[src/rtl/irq_res_pkg.sv]
package irq_res_pkg;
  localparam int LVL_W    = 3;
  localparam int BITS_PER = 4;
  localparam int GID_W    = 5;
  localparam logic [LVL_W-1:0] IDLE_LVL = 3'd7;
endpackage

[src/rtl/irq_cand_mask.sv]
module irq_cand_mask #(
  parameter int NUM_GROUPS  = 25,
  parameter int FIRST_GROUP = 2,
  parameter int BITS_PER    = irq_res_pkg::BITS_PER
) (
  input  logic [NUM_GROUPS*BITS_PER-1:0] req_bits,
  input  logic [NUM_GROUPS*BITS_PER-1:0] en_bits,
  output logic [NUM_GROUPS-1:0]          cand
);
  genvar g;
  generate
    for (g = 0; g < NUM_GROUPS; g++) begin : g_grp
      if (g < FIRST_GROUP) begin : g_excl
        assign cand[g] = 1'b0;
      end else begin : g_incl
        assign cand[g] = |(req_bits[g*BITS_PER +: BITS_PER] & en_bits[g*BITS_PER +: BITS_PER]);
      end
    end
  endgenerate
endmodule

[src/rtl/irq_prio_search.sv]
module irq_prio_search #(
  parameter int NUM_GROUPS  = 25,
  parameter int FIRST_GROUP = 2,
  parameter int LVL_W       = irq_res_pkg::LVL_W,
  parameter int GID_W       = irq_res_pkg::GID_W
) (
  input  logic [NUM_GROUPS-1:0]       cand,
  input  logic [NUM_GROUPS*LVL_W-1:0] grp_levels,
  output logic [LVL_W-1:0]            best_lvl,
  output logic [GID_W-1:0]            best_gid
);
  always_comb begin
    best_lvl = irq_res_pkg::IDLE_LVL;
    best_gid = '0;
    for (int g = FIRST_GROUP; g < NUM_GROUPS; g++) begin
      if (cand[g] && (grp_levels[g*LVL_W +: LVL_W] < best_lvl)) begin
        best_lvl = grp_levels[g*LVL_W +: LVL_W];
        best_gid = GID_W'(g);
      end
    end
  end
endmodule

[src/rtl/irq_accept_reg.sv]
module irq_accept_reg #(
  parameter int NUM_GROUPS = 25,
  parameter int LVL_W      = irq_res_pkg::LVL_W,
  parameter int GID_W      = irq_res_pkg::GID_W,
  parameter int ADDR_W     = 3
) (
  input  logic                  clk,
  input  logic                  rst,
  input  logic                  ack_valid,
  input  logic [LVL_W-1:0]      ack_level,
  input  logic [LVL_W-1:0]      shown_lvl,
  input  logic [GID_W-1:0]      shown_gid,
  input  logic [NUM_GROUPS-1:0] cand,
  input  logic                  bus_rd,
  input  logic [ADDR_W-1:0]     bus_addr,
  output logic [7:0]            bus_rdata,
  output logic                  level_err
);
  logic [GID_W-1:0] acc_gid;
  logic             acc_live;
  logic [7:0]       rd_word;

  assign acc_live = (int'(acc_gid) < NUM_GROUPS) ? cand[acc_gid] : 1'b0;
  assign rd_word  = (bus_addr == '0 && acc_live) ? 8'({acc_gid, 2'b00}) : 8'h00;

  always_ff @(posedge clk) begin
    if (rst) begin
      acc_gid   <= '0;
      level_err <= 1'b0;
      bus_rdata <= 8'h00;
    end else begin
      if (ack_valid) begin
        acc_gid <= shown_gid;
        if (ack_level != shown_lvl) level_err <= 1'b1;
      end
      bus_rdata <= bus_rd ? rd_word : 8'h00;
    end
  end
endmodule

[src/rtl/irq_level_resolver.sv]
module irq_level_resolver #(
  parameter int NUM_GROUPS  = 25,
  parameter int FIRST_GROUP = 2,
  parameter int ADDR_W      = 3,
  localparam int LVL_W      = irq_res_pkg::LVL_W,
  localparam int BITS_PER   = irq_res_pkg::BITS_PER,
  localparam int GID_W      = irq_res_pkg::GID_W
) (
  input  logic                          clk,
  input  logic                          rst,
  input  logic [NUM_GROUPS*BITS_PER-1:0] req_bits,
  input  logic [NUM_GROUPS*BITS_PER-1:0] en_bits,
  input  logic [NUM_GROUPS*LVL_W-1:0]   grp_levels,
  input  logic                          ack_valid,
  input  logic [LVL_W-1:0]              ack_level,
  input  logic                          bus_rd,
  input  logic                          bus_wr,
  input  logic [ADDR_W-1:0]             bus_addr,
  input  logic [7:0]                    bus_wdata,
  output logic [7:0]                    bus_rdata,
  output logic [LVL_W-1:0]              irq_level,
  output logic                          level_err
);
  logic [NUM_GROUPS-1:0] cand;
  logic [LVL_W-1:0]      best_lvl;
  logic [GID_W-1:0]      best_gid;
  logic [GID_W-1:0]      win_gid_q;
  logic                  unused_inputs;

  // The register is read-only and groups below FIRST_GROUP are excluded.
  assign unused_inputs = ^{bus_wr, bus_wdata,
                           req_bits[FIRST_GROUP*BITS_PER-1:0],
                           en_bits[FIRST_GROUP*BITS_PER-1:0],
                           grp_levels[FIRST_GROUP*LVL_W-1:0]};

  irq_cand_mask #(.NUM_GROUPS(NUM_GROUPS), .FIRST_GROUP(FIRST_GROUP), .BITS_PER(BITS_PER)) u_mask (
    .req_bits(req_bits), .en_bits(en_bits), .cand(cand)
  );

  irq_prio_search #(.NUM_GROUPS(NUM_GROUPS), .FIRST_GROUP(FIRST_GROUP), .LVL_W(LVL_W), .GID_W(GID_W)) u_search (
    .cand(cand), .grp_levels(grp_levels), .best_lvl(best_lvl), .best_gid(best_gid)
  );

  always_ff @(posedge clk) begin
    if (rst) begin
      irq_level <= irq_res_pkg::IDLE_LVL;
      win_gid_q <= '0;
    end else begin
      irq_level <= best_lvl;
      win_gid_q <= best_gid;
    end
  end

  irq_accept_reg #(.NUM_GROUPS(NUM_GROUPS), .LVL_W(LVL_W), .GID_W(GID_W), .ADDR_W(ADDR_W)) u_acc (
    .clk(clk), .rst(rst), .ack_valid(ack_valid), .ack_level(ack_level),
    .shown_lvl(irq_level), .shown_gid(win_gid_q), .cand(cand),
    .bus_rd(bus_rd), .bus_addr(bus_addr), .bus_rdata(bus_rdata), .level_err(level_err)
  );
endmodule

[config.mk]
export PLATFORM = sky130hd
export DESIGN_NAME = irq_level_resolver
export DESIGN_NICKNAME = d
export VERILOG_FILES = /design/src/rtl/irq_res_pkg.sv /design/src/rtl/irq_cand_mask.sv /design/src/rtl/irq_prio_search.sv /design/src/rtl/irq_accept_reg.sv /design/src/rtl/irq_level_resolver.sv
export SDC_FILE = /design/constraint.sdc
export NUM_CORES = 1
export LEC_CHECK = 0
export CAP_MARGIN = 10
export CORE_AREA = 2 2 119 121
export DETAILED_ROUTE_END_ITERATION = 7
export DIE_AREA = 0 0 121 123
export PLACE_DENSITY = 0.79
export SLEW_MARGIN = 25
export SYNTH_ARGS = -nofsm -noshare
export SYNTH_HDL_FRONTEND = slang
export SYNTH_SLANG_ARGS = --single-unit
[constraint.sdc]
create_clock -name clk -period 14.5 [get_ports clk]
set_clock_uncertainty 0.15 [all_clocks]
set_input_delay 2.175 -clock clk [delete_from_list [all_inputs] [get_ports clk]]
set_output_delay 2.175 -clock clk [all_outputs]
set_load 0.05 [all_outputs]
==> results.py, run 1 <==
metrics = {
    "logic_synthesis": {
        "synth_top_area_share_pct": 7.83,
        "netlist_top_cells_count": "nor2_1, a21oi_1, nand2_1, inv_1, o21ai_0",
        "synth_cells": 675,
        "yosysSeqAreaShare_pct": 7.83,
        "synthesis.area_um2": 4860,
        "yosysTopAreaCell": "dfxtp_1",
        "synth.distinct_cells": 92,
        "synth_edf_count": 0,
        "async_flop_share_pct": 0,
        "synthTopCellsByArea": "dfxtp_1, nor2_1, a21oi_1",
        "synth-main-ff-cell": "dfxtp_1",
        "synth-warning-count": 0,
        "syn_avg_cell_area_um2": 7.19,
        "ys_ff_latch": 19,
        "yosysMostFrequentCell": "nor2_1",
    },
    "timing": {
        "period_share_pct": 68.8,
        "relSlewSlack_pct": 31.9,
        "finalHoldViolCount": 0,
        "fin_tns_setup_ps": 0,
        "holdWs_ps": 317,
        "tightest_slew_ps": 1020,
        "max_freq_mhz": 100,
        "maxSlewViolCount": 0,
        "grt_setup_unrepaired": "no",
        "finalSetupViolations": 0,
        "fin_crit_ps": 9970,
    },
    "placed_design": {
        "placed_area_um2": 7720,
        "placedCellCount": 1113,
        "hpwl_um": 15000,
        "place_congestion": 0.905,
        "portBuffers": 271,
    },
    "cts": {
        "clk_pin_slew_ps": 50,
        "cts.htree.levels": 1,
        "clk_latency_ps": 250,
        "cts_resized": 0,
        "cts_tree": "built",
        "cts_buffers": 3,
        "cts_setup_buffers": 0,
        "clock-sinks": 19,
        "cts-root-buf": "clkbuf_16",
        "cts_hold_buf": 0,
        "cts_buffer_depth": 2,
    },
    "cells_and_area": {
        "drive_gt1_share_pct": 7.78,
        "area_delta_synth_final_pct": 60.7,
        "stdcell_area_um2": 7800,
        "nFillCells": 1325,
        "final_nets": 1237,
        "stdcell_count": 1118,
        "diodes": 0,
    },
    "outcome": {
        "status": "finished clean",
    },
    "floorplanning": {
        "die_area_um2": 14900,
        "num_io_pins": 306,
        "die_w_um": 121,
        "rows": 43,
        "core_region_area_um2": 13600,
        "initial_utilization_pct": 35.7,
        "die_y_um": 123,
    },
    "flow_run": {
        "maxCapViolCount": 0,
    },
    "worst_setup_path": {
        "startpoint_type": "input pin",
        "r2r_start": "u_acc.acc_gid[0]",
        "r2r_cells": 5,
        "cp_max_fo": 11,
        "r2r_slack_ps": 12020,
        "crit_arrival_ps": 9990,
        "slowest_delay_ps": 550,
        "crit_type": "in -> reg",
        "worst-endpoint-required_ps": 14520,
        "slowest_stage": "or3_1",
        "r2r-end": "u_acc.bus_rdata[3]",
        "cp-end-kind": "flip-flop",
        "cp_num_cells": 28,
        "critPathBufInv": 1,
        "crit_path_end": "irq_level[2]",
        "cp_top_family": "compound AO/OA/AOI/OAI gates",
        "startpoint": "en_bits[10]",
    },
    "global_routing": {
        "met3_usage_pct": 2.44,
        "grt_overflow": 0,
        "antenna_found_initial": 0,
        "busiest_layer": "met2",
        "met1_usage_pct": 29.2,
        "track_usage_pct": 21.8,
        "grt_pass1_vias": 5850,
        "globalRouteMet2Util_pct": 38.4,
        "grt_first_pass_wirelength_um": 27100,
        "grt_max_degree": 14,
    },
    "power": {
        "ir_worst_vdd_v": 0.0000393,
        "leakage_uw": 0.00284,
        "power_density_nw_per_um2": 55.2,
    },
    "detailed_routing": {
        "drt-total-wl_um": 17400,
        "drt-initial-drc-count": 422,
        "wl_per_cell_um": 15.5,
        "drt-pass1-iter-count": 5,
        "drc": 0,
        "viasPerCell": 5.78,
        "vias": 6460,
        "ant_nets": 0,
    },
    "worst_hold_path": {
        "min_path_type": "reg -> reg",
    },
}
## stage by stage
step | total power, µW | setup slack (ps) | util [%]
6_report | 431 | 4530 | 57.3
5_1_grt | 464 | 3970 | 57.3
4_1_cts | 430 | 4600 | 57.3
3_5_place_dp | 374 | 4370 | 56.7
3_3_place_gp | 369 | 4450 | 56.7
2_1_floorplan | 252 | 5930 | -
## logic make-up after synthesis
group / share of synthesized area, %
AO/OA/AOI/OAI: 50.2
AND/OR/NAND/NOR: 25.6
buffers and inverters: 4.59
adder cells (fa/ha/maj): 5.64
multiplexers: 5.51
flip-flops: 7.83
XOR/XNOR: 0.541
other: 0.0772
## metal layers
metal	up-vias	wire length, µm
li1	3216	-
met1	2940	7390
met2	287	8380
met3	17	1420
met4	0	177
met5	-	0
## state kept, by name (all words and copies together) (netlist names)
| register | cells |
|---|---|
| u_acc.acc_gid | 5 |
| u_acc.bus_rdata | 5 |
| win_gid_q | 5 |
| irq_level | 3 |
| u_acc.level_err | 1 |
## worst reg2reg max path: cells and delay by family, from the launching register on
| family | cells | cell delay, ps |
|---|---|---|
| muxes | 2 | 1060 |
| DFF | 1 | 620 |
| and+or+nand+nor | 2 | 380 |
| AOI/OAI and AO/OA | 1 | 200 |
## worst min path at each step
| stage | startpoint | endpoint | slack (ps) | cells past startpoint |
|---|---|---|---|---|
| 2_1_floorplan | win_gid_q[0] | u_acc.acc_gid[0] | 290 | 2 |
| 3_3_place_gp | u_acc.level_err | u_acc.level_err | 300 | 2 |
| 3_5_place_dp | win_gid_q[0] | u_acc.acc_gid[0] | 310 | 2 |
| 4_1_cts | win_gid_q[0] | u_acc.acc_gid[0] | 320 | 2 |
| 5_1_grt | win_gid_q[0] | u_acc.acc_gid[0] | 340 | 2 |
| 6_report | win_gid_q[0] | u_acc.acc_gid[0] | 320 | 2 |
## placed cells by master, fill, tap and decap left out, types with 16 or more instances in the layout
cell type        synthesis  final
clkdlybuf4s50_1          0    271
a21oi_1                 50     50
nor3_1                  21     21
a22oi_1                 16     16
a22o_1                  26     26
o21ai_0                 30     30
and2_1                  16     16
nand2_1                 41     41
nor2_1                  72     72
dfxtp_1                 19     19
inv_1                   36     36
maj3_1                  19     19
## report_power, final
part	switching, µW	internal [µW]
sequential	6.11	60.1
clock	17.3	37.3
combinational	150	159
total	174	257
## cell type report
type | instances | area (µm²) | area share, %
multi-input combinational | 606 | 4260 | 54.6
timing repair buffer | 273 | 2730 | 34.9
sequential | 19 | 380 | 4.87
tap | 180 | 225 | 2.89
inverter | 36 | 135 | 1.73
clock buffer | 4 | 78.8 | 1.01
Power figures use the tool's default switching activity.
==> run 2, diff against run 1 <==
--- a/config.mk
+++ b/config.mk
@@ -6,10 +6,10 @@
 export NUM_CORES = 1
 export LEC_CHECK = 0
 export CAP_MARGIN = 10
-export CORE_AREA = 2 2 119 121
+export CORE_MARGIN = 1.5
+export CORE_UTILIZATION = 35
 export DETAILED_ROUTE_END_ITERATION = 7
-export DIE_AREA = 0 0 121 123
-export PLACE_DENSITY = 0.79
+export PLACE_DENSITY = 0.8
 export SLEW_MARGIN = 25
 export SYNTH_ARGS = -nofsm -noshare
 export SYNTH_HDL_FRONTEND = slang
==> constraint.sdc (replaced) <==
create_clock -name clk -period 9.05 [get_ports clk]
set_clock_uncertainty 0.15 [all_clocks]
set_input_delay 1.3575 -clock clk [delete_from_list [all_inputs] [get_ports clk]]
set_output_delay 1.3575 -clock clk [all_outputs]
set_load 0.05 [all_outputs]
==> results.py, run 2 (synthesis gave the netlist of run 1 again) <==
metrics = {
    "floorplanning": {
        "initial_utilization_pct": 36.2,
        "rows": 42,
        "die_y_um": 121,
        "die_area_um2": 14600,
        "core_region_area_um2": 13400,
        "die_w_um": 121,
        "num_io_pins": 306,
    },
    "power": {
        "p_int_uw": 438,
        "switching_power_uw": 299,
        "combPwrFrac_pct": 73.2,
        "ir_worst_vdd_v": 0.0000700,
        "power_uw": 737,
        "clkPwrFrac_pct": 12.2,
        "leakage_uw": 0.00305,
        "power_density_nw_per_um2": 90.3,
        "p_sw_share_pct": 40.6,
        "seqPwrFrac_pct": 14.5,
    },
    "cells_and_area": {
        "diodes": 0,
        "final_common_cell": "clkdlybuf4s50_1",
        "final_util_pct": 60.9,
        "stdcell_area_um2": 8160,
        "largestRegisters": "u_acc.acc_gid: 5 flops, u_acc.bus_rdata: 5 flops, win_gid_q: 5 flops",
        "final_cell_mix": "clkdlybuf4s50_1, nor2_1, a21oi_1",
        "area_delta_synth_final_pct": 68.1,
        "final_nets": 1272,
        "drive_gt1_share_pct": 12.3,
        "nFillCells": 1252,
    },
    "detailed_routing": {
        "drt-pass1-iter-count": 5,
        "viasPerCell": 5.83,
        "drt-total-wl_um": 18700,
        "drt-initial-drc-count": 386,
        "vias": 6698,
        "drc": 0,
        "ant_nets": 0,
        "wl_per_cell_um": 16.3,
    },
    "outcome": {
        "status": "finished clean",
    },
    "placed_design": {
        "hpwl_um": 15700,
        "portBuffers": 271,
        "place_congestion": 0.898,
        "place_ws_ps": 100,
        "placed_area_um2": 7940,
    },
    "worst_setup_path": {
        "crit_arrival_ps": 8850,
        "worst-endpoint-required_ps": 9070,
        "cp_max_fo": 7,
        "startpoint_type": "input pin",
        "slowest_stage": "clkdlybuf4s50_1",
        "r2r_start": "u_acc.acc_gid[0]",
        "slowest_delay_ps": 440,
        "cp-end-kind": "flip-flop",
        "startpoint": "req_bits[14]",
        "crit_type": "in -> reg",
    },
    "timing": {
        "fin_tns_setup_ps": 0,
        "max_freq_mhz": 113,
        "tightest_slew_ps": 1010,
        "maxSlewViolCount": 0,
        "finalSetupViolations": 0,
        "period_share_pct": 97.5,
        "setup_slack_ps": 228,
        "fin_crit_ps": 8820,
        "finalHoldViolCount": 0,
        "relSlewSlack_pct": 32.4,
    },
    "global_routing": {
        "antenna_found_initial": 0,
        "busiest_layer": "met2",
        "grt_overflow": 0,
        "met1_usage_pct": 30.5,
        "track_usage_pct": 23.4,
        "met3_usage_pct": 2.17,
        "globalRouteMet2Util_pct": 41.7,
        "grt_max_degree": 14,
        "grt_pass1_vias": 6119,
        "grt_first_pass_wirelength_um": 28400,
    },
    "cts": {
        "clk_latency_ps": 250,
        "cts.htree.levels": 1,
        "cts-root-buf": "clkbuf_16",
        "cts_tree": "built",
        "clock-sinks": 19,
        "cts_buffer_depth": 2,
        "clk_pin_slew_ps": 60,
        "cts_buffers": 3,
    },
    "worst_hold_path": {
        "hold_start": "u_acc.level_err",
        "min_path_type": "reg -> reg",
    },
    "flow_run": {
        "maxCapViolCount": 0,
    },
}
-- run 2: cell types whose count changed in the layout (fill, tap and decap cells not counted), sizes merged --
cell           change
clkdlybuf4s50      -2
dlymetal6s2s       +2
clkbuf             -1
buf               +35
clkinv             +1
-- run 2: metrics by stage --
| step | hold slack, ps | cells |
|---|---|---|
| floorplan | 290 | 677 |
| global placement | 298 | 1139 |
| detailed placement | 311 | 1139 |
| CTS | 325 | 1143 |
| global route | 358 | 1149 |
| finish | 316 | 1149 |
-- run 2: final cells by class --
cell class                      instances  area, µm²  area share (%)
Timing Repair Buffer                  308       2990            36.7
Clock inverter                          1       5.00          0.0613
Tap cell                              176        220            2.70
Sequential cell                        19        380            4.66
Multi-Input combinational cell        606       4360            53.3
Inverter                               36        135            1.66
Clock buffer                            3       75.1           0.920
-- run 2: worst max-delay path, delay by kind of cell --
kind            cells  cell delay (ps)
fa+ha+maj           2              580
compound gates     20             4760
simple gates        4              760
buf+inv             2              620
mux                 2              740
-- run 2: path summary, 6_finish.rpt --
check / endpoint / slack, ps / depth (start not counted)
worst max-delay path: irq_level[2] / 230 / 30
worst min-delay path: u_acc.level_err / 320 / 2
worst max register to register: u_acc.bus_rdata[6] / 6570 / 5
worst min register to register: u_acc.level_err / 320 / 2
-- run 2: layer usage --
layer  up-vias  routed length (µm)
li1       3279                   -
met1      3115                7950
met2       275                9210
met3        29                1230
met4         0                 280
met5         -                   0
-- run 2: repair_timing --
item / CTS / global route
gates resized for setup: 0 / 18
setup endpoints to repair: 0 / 8
hold endpoints to repair: 0 / 0
hold buffers: 0 / 0
buffers inserted: 0 / 5
-- run 2: power groups by stage --
stage / registers (µW) / clock network [µW] / logic (µW)
2_1_floorplan: 114 / 0 / 290
3_3_place_gp: 108 / 0 / 507
3_5_place_dp: 109 / 0 / 515
4_1_cts: 107 / 90.9 / 518
5_1_grt: 108 / 95.6 / 582
6_report: 107 / 90.2 / 540
